<file path="src/rtl/tbu_pkg.sv">
package tbu_pkg;
  // Strobes from the sequencing control to the datapath
  typedef struct packed {
    logic wrEn;      // store decision vector at addr
    logic loadStart; // take startState as the walk's initial state
    logic step;      // one backward step at addr
    logic publish;   // final step: move the word to the output
  } tbuCtl_t;
endpackage

</file>
<file path="src/rtl/tbu_ctl.sv">
module tbu_ctl
  import tbu_pkg::*;
#(
  parameter int BLOCK_LEN = 32,
  parameter int ADDR_W    = $clog2(BLOCK_LEN)
) (
  input  logic              clk,
  input  logic              rstN,
  input  logic              decValid,
  output tbuCtl_t           ctl,
  output logic [ADDR_W-1:0] addr,
  output logic              done
);
  localparam logic [ADDR_W-1:0] LAST = ADDR_W'(BLOCK_LEN - 1);

  typedef enum logic {FILL, TRACE} phase_t;
  phase_t            phase;
  logic [ADDR_W-1:0] count;

  always_comb begin
    ctl  = '0;
    addr = count;
    if (phase == FILL) begin
      ctl.wrEn      = decValid;
      ctl.loadStart = decValid && (count == LAST);
    end else begin
      ctl.step    = 1'b1;
      ctl.publish = (count == '0);
    end
  end

  always_ff @(posedge clk or negedge rstN) begin
    if (!rstN) begin
      phase <= FILL;
      count <= '0;
      done  <= 1'b0;
    end else begin
      done <= ctl.publish;
      if (phase == FILL) begin
        if (ctl.loadStart) phase <= TRACE;
        else if (decValid) count <= count + 1'b1;
      end else begin
        if (ctl.publish) begin
          phase <= FILL;
          count <= '0;
        end else begin
          count <= count - 1'b1;
        end
      end
    end
  end

  // Checker: steps taken since the walk began
  logic [ADDR_W:0] stepCnt;
  always_ff @(posedge clk or negedge rstN) begin
    if (!rstN) stepCnt <= '0;
    else if (ctl.loadStart) stepCnt <= '0;
    else if (ctl.step) stepCnt <= stepCnt + 1'b1;
  end

  AST_TRACE_LEN: assert property (@(posedge clk) disable iff (!rstN)
    ctl.publish |-> stepCnt == (ADDR_W+1)'(BLOCK_LEN - 1));
  AST_DONE_PULSE: assert property (@(posedge clk) disable iff (!rstN)
    done |=> !done);
  AST_START_AFTER_FILL: assert property (@(posedge clk) disable iff (!rstN)
    ctl.loadStart |=> ctl.step);
endmodule

</file>
<file path="src/rtl/tbu_dp.sv">
module tbu_dp
  import tbu_pkg::*;
#(
  parameter int BLOCK_LEN  = 32,
  parameter int NUM_STATES = 4,
  parameter int ADDR_W     = $clog2(BLOCK_LEN),
  parameter int STATE_W    = $clog2(NUM_STATES)
) (
  input  logic                  clk,
  input  logic                  rstN,
  input  tbuCtl_t               ctl,
  input  logic [ADDR_W-1:0]     addr,
  input  logic [NUM_STATES-1:0] decVec,
  input  logic [STATE_W-1:0]    startState,
  output logic [BLOCK_LEN-1:0]  bitsOut
);
  logic [NUM_STATES-1:0] decMem [BLOCK_LEN];
  logic [STATE_W-1:0]    curState;
  logic [BLOCK_LEN-1:0]  shadow;
  logic [BLOCK_LEN-1:0]  wordNext;
  logic                  selDec;
  logic [STATE_W-1:0]    prevState;

  always_ff @(posedge clk) begin
    if (ctl.wrEn) decMem[addr] <= decVec;
  end

  // Four-way pick of the current state's survivor decision
  always_comb begin
    selDec         = decMem[addr][curState];
    prevState      = {selDec, curState[STATE_W-1:1]};
    wordNext       = shadow;
    wordNext[addr] = curState[STATE_W-1];
  end

  always_ff @(posedge clk or negedge rstN) begin
    if (!rstN) begin
      curState <= '0;
      shadow   <= '0;
      bitsOut  <= '0;
    end else begin
      if (ctl.loadStart) curState <= startState;
      else if (ctl.step) curState <= prevState;
      if (ctl.step) shadow <= wordNext;
      if (ctl.publish) bitsOut <= wordNext;
    end
  end

  AST_LOAD_START: assert property (@(posedge clk) disable iff (!rstN)
    ctl.loadStart |=> curState == $past(startState));
  AST_PRED_RULE: assert property (@(posedge clk) disable iff (!rstN)
    (ctl.step && !ctl.loadStart) |=>
      curState[STATE_W-2:0] == $past(curState[STATE_W-1:1]));
  AST_OUT_HOLD: assert property (@(posedge clk) disable iff (!rstN)
    !ctl.publish |=> $stable(bitsOut));
  AST_NO_WRITE_IN_TRACE: assert property (@(posedge clk) disable iff (!rstN)
    ctl.step |-> !ctl.wrEn);
endmodule

</file>
<file path="src/rtl/survivor_traceback.sv">
module survivor_traceback
  import tbu_pkg::*;
#(
  parameter int BLOCK_LEN  = 32,
  parameter int NUM_STATES = 4
) (
  input  logic                             clk,
  input  logic                             rstN,
  input  logic                             decValid,
  input  logic [NUM_STATES-1:0]            decVec,
  input  logic [$clog2(NUM_STATES)-1:0]    startState,
  output logic [BLOCK_LEN-1:0]             bitsOut,
  output logic                             done
);
  localparam int ADDR_W  = $clog2(BLOCK_LEN);
  localparam int STATE_W = $clog2(NUM_STATES);

  tbuCtl_t           ctl;
  logic [ADDR_W-1:0] addr;

  tbu_ctl #(.BLOCK_LEN(BLOCK_LEN), .ADDR_W(ADDR_W)) uCtl (
    .clk(clk), .rstN(rstN), .decValid(decValid),
    .ctl(ctl), .addr(addr), .done(done)
  );

  tbu_dp #(.BLOCK_LEN(BLOCK_LEN), .NUM_STATES(NUM_STATES),
           .ADDR_W(ADDR_W), .STATE_W(STATE_W)) uDp (
    .clk(clk), .rstN(rstN), .ctl(ctl), .addr(addr),
    .decVec(decVec), .startState(startState), .bitsOut(bitsOut)
  );
endmodule

</file>
<file path="config.mk">
export PLATFORM = sky130hd
export DESIGN_NAME = survivor_traceback
export DESIGN_NICKNAME = d
export VERILOG_FILES = /design/src/rtl/tbu_pkg.sv /design/src/rtl/tbu_ctl.sv /design/src/rtl/tbu_dp.sv /design/src/rtl/survivor_traceback.sv
export SDC_FILE = /design/constraint.sdc
export NUM_CORES = 1
export LEC_CHECK = 0
export ABC_AREA = 1
export BUFFER_PORTS_ARGS = -buffer_cell sky130_fd_sc_hd__clkbuf_2
export CAP_MARGIN = 20
export CORE_UTILIZATION = 40
export CTS_CLUSTER_DIAMETER = 50
export DETAILED_ROUTE_END_ITERATION = 16
export HOLD_SLACK_MARGIN = 0.15
export PLACE_DENSITY = 0.65
export SETUP_SLACK_MARGIN = 0.15
export SLEW_MARGIN = 20
export SYNTH_ARGS = -nofsm -noshare
export SYNTH_HDL_FRONTEND = slang
export SYNTH_SLANG_ARGS = --single-unit
</file>
<file path="constraint.sdc">
create_clock -name clk -period 3 [get_ports clk]
set_input_delay 0.6 -clock clk [delete_from_list [all_inputs] [get_ports clk]]
set_output_delay 0.6 -clock clk [all_outputs]
set_load 0.01 [all_outputs]
</file>
### Yosys cells after proc, flatten, opt, wreduce, memory -nomap -nowiden

Memory sizes are Yosys's and may differ from the RTL's.
Cells that the tools add are included.

* muxes and demuxes: 18
* order comparisons: 3
* reduce and logical (&&, ||, !) cells: 6
* equality and inequality tests: 2
* add/subtract/negate cells: 2

Operators with widths (count)
* $bwmux W32: 1
* $mux W5: 4
* $mux W2: 4
* $mux W1: 7
* $lt A5 B6 Y1 const B: 1
* $add A5 B1 Y5 const B: 1
* $demux W1 S5: 1
* $eq A5 B5 Y1 const B: 1
* $ge A5 B1 Y1 const B: 1
* $logic_not A5 Y1: 1
* $sub A5 B1 Y5 const B: 1
* $reduce_bool A2 Y1: 2
* $lt A2 B3 Y1 const B: 1
* $bmux W1 S2: 1
* $logic_and A1 B1 Y1: 2
* $ne A2 B1 Y1 const B: 1
* $reduce_and A2 Y1: 1

* register bits after elaboration: 73
* memories: 1
* bits in writable memories: 128
* logic and storage cells: 38

Memories
* uDp.decMem: words 32, bits a word 4, read ports 1, clocked after memory_dff 0, write ports 1, RTL line tbu_dp.sv:17 `logic [NUM_STATES-1:0] decMem [BLOCK_LEN];`

### Longest topological paths before layout

* depth in word-level cells: 5
* gate-level depth with buffers: 13

### By module

A second synthesis with hierarchy kept.

* cell total of the unflattened synthesis: 894
* area total of the unflattened synthesis: 8562.0 um^2

Modules (own cells, without submodules)
* tbu_dp: cells an instance 827, seq. area each 5495.3 um^2, area each 8077.7 um^2, times used 1
* tbu_ctl: cells an instance 67, seq. area each 175.2 um^2, area each 484.2 um^2, times used 1

### Worst setup path before layout

Ideal clock, no wire load.

* kind: reg2reg
* start point: reg uCtl.count[0], in the netlist uCtl.addr[0]
* end point: reg uCtl.count[0], in the netlist uCtl.addr[0]
* data arrival time: 1.827 ns
* cell stages (with the launch flop): 14
* setup slack: 1.048 ns
* buffers on the path: 4
* path through: dfrtp_1 inv_2 buf_6 buf_2 ha_1 buf_4 nand2_1 nor2_4 inv_2 nor2_4 inv_2 buf_2 nand3_1 o21ai_1

RTL lines
* from (decl): RTL line tbu_ctl.sv:18 `logic [ADDR_W-1:0] count;`
* from (signal assigned): RTL line tbu_ctl.sv:41 `else if (decValid) count <= count + 1'b1;`
* from (signal assigned): RTL line tbu_ctl.sv:47 `count <= count - 1'b1;`

### Worst setup path in the final report

* start point: reg uCtl.count[1], in the netlist uCtl.addr[1]
* end point: mem uDp.decMem[25][1] (enable)

RTL lines (RTL line)
* to (decl): tbu_dp.sv:17

No word-level cell before the write port.

==> impl_results.html <==
<table>
<tr><th>Metric</th><th>Value</th></tr>
<tr><th colspan="2">Timing</th></tr>
<tr><td>Worst slew pin tran</td><td>0.917 ns</td></tr>
<tr><td>Hold Violations, Final</td><td>0</td></tr>
<tr><td>Final critical-path share of the clock period</td><td>between 70 and 80%</td></tr>
<tr><td>Maximum clock frequency</td><td>0.457 GHz</td></tr>
<tr><td>Final setup violation count</td><td>0</td></tr>
<tr><td>Max-slew violation total from the final report</td><td>0</td></tr>
<tr><td>Post-Route Setup TNS</td><td>0 ns</td></tr>
<tr><td>Worst-case headroom to the max-slew limit</td><td>38.9%</td></tr>
<tr><td>Worst Skew</td><td>0.0111 ns</td></tr>
<tr><td>Setup repair after global routing missed its margin</td><td>no</td></tr>
<tr><td>Final min period</td><td>2.19 ns</td></tr>
<tr><th colspan="2">Synthesis</th></tr>
<tr><td>Post-Syn Area</td><td>8760 µm²</td></tr>
<tr><td>Gate Count Post-Synth</td><td>920</td></tr>
<tr><td>Total of flip-flops plus latches after synthesis</td><td>200</td></tr>
<tr><td>Share of the yosys chip area belonging to registers</td><td>64.4%</td></tr>
<tr><td>Synth Warn #</td><td>0</td></tr>
<tr><td>Synthesized netlist net count</td><td>934</td></tr>
<tr><td>Syn avg cell area</td><td>9.53 µm²</td></tr>
<tr><td>Count of different cell masters after synthesis</td><td>28</td></tr>
<tr><th colspan="2">Route</th></tr>
<tr><td>Via count</td><td>around 6.1k</td></tr>
<tr><td>Post-detailed-route count of antenna-violating nets</td><td>0</td></tr>
<tr><td>Detailed Route WL</td><td>19600 µm</td></tr>
<tr><td>Residual DRC count</td><td>0</td></tr>
<tr><td>Routed WL per cell</td><td>15.9 µm</td></tr>
<tr><td>Detailed-route vias per instance</td><td>4.98</td></tr>
<tr><td>First DRT Iteration DRCs</td><td>626</td></tr>
<tr><td>Number of detailed-routing iterations run before antenna repair</td><td>5</td></tr>
<tr><th colspan="2">Critical path</th></tr>
<tr><td>Setup Crit Path Kind</td><td>flip-flop to flip-flop</td></tr>
<tr><td>Reg-to-reg startpoint</td><td>uCtl.addr[1]$_DFFE_PN0P_</td></tr>
<tr><td>Crit path DAT</td><td>about 2.3 ns</td></tr>
<tr><td>Number of cells traversed by the worst register-to-register path</td><td>5</td></tr>
<tr><td>Endpoint class of the critical path</td><td>flip-flop</td></tr>
<tr><td>Kind of start point of the critical path</td><td>flip-flop</td></tr>
<tr><td>Slack of the worst reg-to-reg path</td><td>0.81 ns</td></tr>
<tr><td>Required arrival time at the worst endpoint</td><td>3.10 ns</td></tr>
<tr><td>FF-to-FF End</td><td>uDp.decMem[25][1]$_DFFE_PP_</td></tr>
<tr><td>Critical path fanouts, max</td><td>35</td></tr>
<tr><th colspan="2">Placement</th></tr>
<tr><td>Routability Congestion</td><td>~0.86</td></tr>
<tr><td>Count of buffers from port buffering</td><td>41</td></tr>
<tr><td>Dpl hpwl</td><td>12800 µm</td></tr>
<tr><th colspan="2">Clock tree</th></tr>
<tr><td>H-tree depth reported by CTS</td><td>4</td></tr>
<tr><td>Clk buf depth</td><td>2</td></tr>
<tr><td>Library cell used as clock root buffer</td><td>sky130_fd_sc_hd__clkbuf_16</td></tr>
<tr><td>Number of buffers inserted during clock tree synthesis</td><td>17</td></tr>
<tr><td>Number of clock sinks</td><td>200</td></tr>
<tr><td>Resized Gates After CTS</td><td>0</td></tr>
<tr><td>Clock transition at the registers of the reported paths</td><td>0.07 ns</td></tr>
<tr><td>Clock tree from TritonCTS</td><td>done</td></tr>
<tr><td>Number of hold buffers added after cts</td><td>0</td></tr>
<tr><td>Buffer count from post-CTS setup fixing</td><td>0</td></tr>
<tr><td>Later-pin clock latency in the skew report</td><td>0.43 ns</td></tr>
<tr><th colspan="2">Pwr</th></tr>
<tr><td>Cell Int Power</td><td>5.12 mW</td></tr>
<tr><td>Sw Ratio</td><td>38.9%</td></tr>
<tr><td>Relative contribution of sequential cells to total power</td><td>41.8%</td></tr>
<tr><td>Peak ir drop on the vdd network</td><td>between 0.0004 and 0.0005 V</td></tr>
<tr><td>Static Leak</td><td>between 4 and 5 nW</td></tr>
<tr><td>Fraction of power consumed by the clock network</td><td>25.4%</td></tr>
<tr><td>Switching Power</td><td>3.25 mW</td></tr>
<tr><td>Combinational group share of total power</td><td>approximately a third</td></tr>
<tr><td>Power per cell area</td><td>863 nW/µm²</td></tr>
<tr><td>Total chip power</td><td>8.37 mW</td></tr>
<tr><th colspan="2">Layout</th></tr>
<tr><td>Seq. cell area</td><td>5650 µm²</td></tr>
<tr><td>Count of fill cells added during filler insertion</td><td>1966</td></tr>
<tr><td>Share of layout cells above drive strength 1</td><td>10.6%</td></tr>
<tr><td>Final net count</td><td>957</td></tr>
<tr><td>Antenna diode count</td><td>0</td></tr>
<tr><td>Area of combinational cells with multiple inputs</td><td>2590 µm²</td></tr>
<tr><td>Synthesis-to-finish area growth</td><td>10.7%</td></tr>
<tr><th colspan="2">Floorplan</th></tr>
<tr><td>Area inside the core boundary</td><td>21200 µm²</td></tr>
<tr><td>I/O pin cnt</td><td>42</td></tr>
<tr><td>Floorplan die width</td><td>about 150 µm</td></tr>
<tr><td>Area of the die</td><td>between 20000 and 25000 µm²</td></tr>
<tr><td>Height of the die</td><td>150 µm</td></tr>
<tr><td>Initial Utilization</td><td>41.3%</td></tr>
<tr><td>Row count</td><td>53</td></tr>
<tr><th colspan="2">Job</th></tr>
<tr><td>Max-cap violation count</td><td>0</td></tr>
<tr><th colspan="2">GRT</th></tr>
<tr><td>Vias in the first global route</td><td>5813</td></tr>
<tr><td>Initial antenna violation count</td><td>0</td></tr>
<tr><td>Residual overflow from global routing</td><td>0</td></tr>
<tr><td>First-pass GRT wire length</td><td>31900 µm</td></tr>
<tr><td>Total GRT Usage</td><td>18.9%</td></tr>
<tr><td>Pin count of the biggest net entering global routing</td><td>73</td></tr>
<tr><th colspan="2">Outcome</th></tr>
<tr><td>Result of the run</td><td>completed</td></tr>
<tr><th colspan="2">Worst hold path</th></tr>
<tr><td>Tightest Hold Check Type</td><td>input port to async pin</td></tr>
</table>
==> Yosys cell counts <==
library cell | count | area [µm²]
sky130_fd_sc_hd__o211ai_1 | 1 | 7.51
sky130_fd_sc_hd__a21oi_1 | 38 | 190
sky130_fd_sc_hd__nor2_2 | 5 | 31.3
sky130_fd_sc_hd__nor3_4 | 1 | 16.3
sky130_fd_sc_hd__ha_1 | 5 | 62.6
sky130_fd_sc_hd__nor2_4 | 3 | 33.8
sky130_fd_sc_hd__buf_2 | 21 | 105
sky130_fd_sc_hd__dfrtp_1 | 72 | 1800
sky130_fd_sc_hd__buf_4 | 7 | 52.6
sky130_fd_sc_hd__a21boi_1 | 1 | 7.51
sky130_fd_sc_hd__edfxtp_1 | 128 | 3840
sky130_fd_sc_hd__inv_2 | 8 | 30.0
sky130_fd_sc_hd__o21ai_0 | 46 | 230
sky130_fd_sc_hd__o21ai_1 | 42 | 210
sky130_fd_sc_hd__clkinv_2 | 1 | 5.00
sky130_fd_sc_hd__xor2_1 | 2 | 17.5
sky130_fd_sc_hd__clkbuf_2 | 2 | 10.0
sky130_fd_sc_hd__a31oi_1 | 2 | 12.5
sky130_fd_sc_hd__o22ai_1 | 1 | 6.26
sky130_fd_sc_hd__nor2_1 | 102 | 383
sky130_fd_sc_hd__nor3_1 | 2 | 10.0
sky130_fd_sc_hd__inv_1 | 65 | 244
sky130_fd_sc_hd__buf_1 | 6 | 22.5
sky130_fd_sc_hd__nand2_1 | 299 | 1120
sky130_fd_sc_hd__nand3_1 | 48 | 240
sky130_fd_sc_hd__clkbuf_1 | 9 | 33.8
sky130_fd_sc_hd__nand2_4 | 1 | 11.3
sky130_fd_sc_hd__buf_6 | 2 | 22.5
==> cells by family after synthesis <==
family | Yosys count | share of synthesized area [%]
and+or+nand+nor | 461 | 21.1
DFF | 200 | 64.4
AOI/OAI and AO/OA | 131 | 7.58
buffers and inverters | 121 | 6.00
adders and majority gates | 5 | 0.714
xor gates and xnor gates | 2 | 0.200
==> power by group through the flow <==
stage	Clock, mW	Combinational, mW	Sequential, mW
after global routing	2.26	3.10	3.54
after detailed placement	0	2.73	3.55
final	2.13	2.75	3.50
after floorplan	0	2.05	3.48
after global placement	0	2.71	3.55
after CTS	2.16	2.74	3.50
==> worst max-delay path, stage by stage, from the launching register on <==
cell and delay [ns]:
sky130_fd_sc_hd__dfrtp_1 0.43, sky130_fd_sc_hd__inv_2 0.08, sky130_fd_sc_hd__buf_4 0.37, sky130_fd_sc_hd__ha_1 0.44
sky130_fd_sc_hd__nand2_1 0.18, sky130_fd_sc_hd__nor2_1 0.34
==> stage by stage <==
step	util [%]	area, µm²	instances	setup WS [ns]	hold WS (ns)
2_1_floorplan	-	8760	920	1.05	0.304
3_3_place_gp	43.2	9160	1199	0.747	0.459
3_5_place_dp	43.2	9160	1199	0.790	0.460
4_1_cts	45.7	9700	1231	0.815	0.320
5_1_grt	45.7	9700	1231	0.678	0.357
6_report	45.7	9700	1231	0.813	0.278
==> worst max path at each step <==
stage,cells after the start,endpoint,slack [ns],startpoint
2_1_floorplan,13,uCtl.addr[0]$_DFFE_PN0P_,1.05,uCtl.addr[0]$_DFFE_PN0P_
3_3_place_gp,5,uDp.decMem[31][1]$_DFFE_PP_,0.75,decValid
3_5_place_dp,5,uDp.decMem[31][1]$_DFFE_PP_,0.79,decValid
4_1_cts,5,uDp.decMem[1][3]$_DFFE_PP_,0.81,uCtl.addr[1]$_DFFE_PN0P_
5_1_grt,4,uDp.decMem[28][0]$_DFFE_PP_,0.68,uCtl.addr[2]$_DFFE_PN0P_
6_report,5,uDp.decMem[25][1]$_DFFE_PP_,0.81,uCtl.addr[1]$_DFFE_PN0P_
==> final cells by class <==
class	instances	share of cell area, %
Clock inverter	15	1.21
Timing Repair Buffer	51	3.04
Multi-Input combinational cell	599	26.7
Inverter	74	2.88
Tap cell	275	3.55
Clock buffer	17	4.39
Sequential cell	200	58.2
==> metal layers <==
layer	vias up	track usage, %	part of all wire, %
met5	-	0	0
met4	0	7.17	2.2
met3	35	3.11	5.9
met2	205	29.0	46
met1	2859	26.8	46
li1	3037	-	-
==> registers in the layout, indices dropped and copies added, names as in the netlist <==
| register | flops |
|---|---|
| uCtl.addr | 5 |
| uCtl.done | 1 |
| uCtl.phase | 1 |
| uDp.bitsOut | 32 |
| uDp.curState | 2 |
| uDp.decMem | 128 |
| uDp.shadow | 31 |
==> layout by cell type, fill, tap and decap left out, types with 2 or more instances in the layout <==
cell type and n:
sky130_fd_sc_hd__nand2_1 299, sky130_fd_sc_hd__edfxtp_1 128, sky130_fd_sc_hd__nor2_1 102, sky130_fd_sc_hd__dfrtp_1 71, sky130_fd_sc_hd__inv_1 65, sky130_fd_sc_hd__nand3_1 48, sky130_fd_sc_hd__o21ai_0 46, sky130_fd_sc_hd__o21ai_1 42
sky130_fd_sc_hd__clkbuf_2 40, sky130_fd_sc_hd__a21oi_1 38, sky130_fd_sc_hd__clkbuf_16 17, sky130_fd_sc_hd__buf_4 10, sky130_fd_sc_hd__inv_2 8, sky130_fd_sc_hd__nor2_2 5, sky130_fd_sc_hd__ha_1 5, sky130_fd_sc_hd__clkinvlp_4 4
sky130_fd_sc_hd__inv_6 4, sky130_fd_sc_hd__nor2_4 3, sky130_fd_sc_hd__nor3_1 2, sky130_fd_sc_hd__xor2_1 2, sky130_fd_sc_hd__a31oi_1 2, sky130_fd_sc_hd__clkinv_4 2, sky130_fd_sc_hd__clkinv_1 2, sky130_fd_sc_hd__inv_8 2
Power figures use the tool's default switching activity.
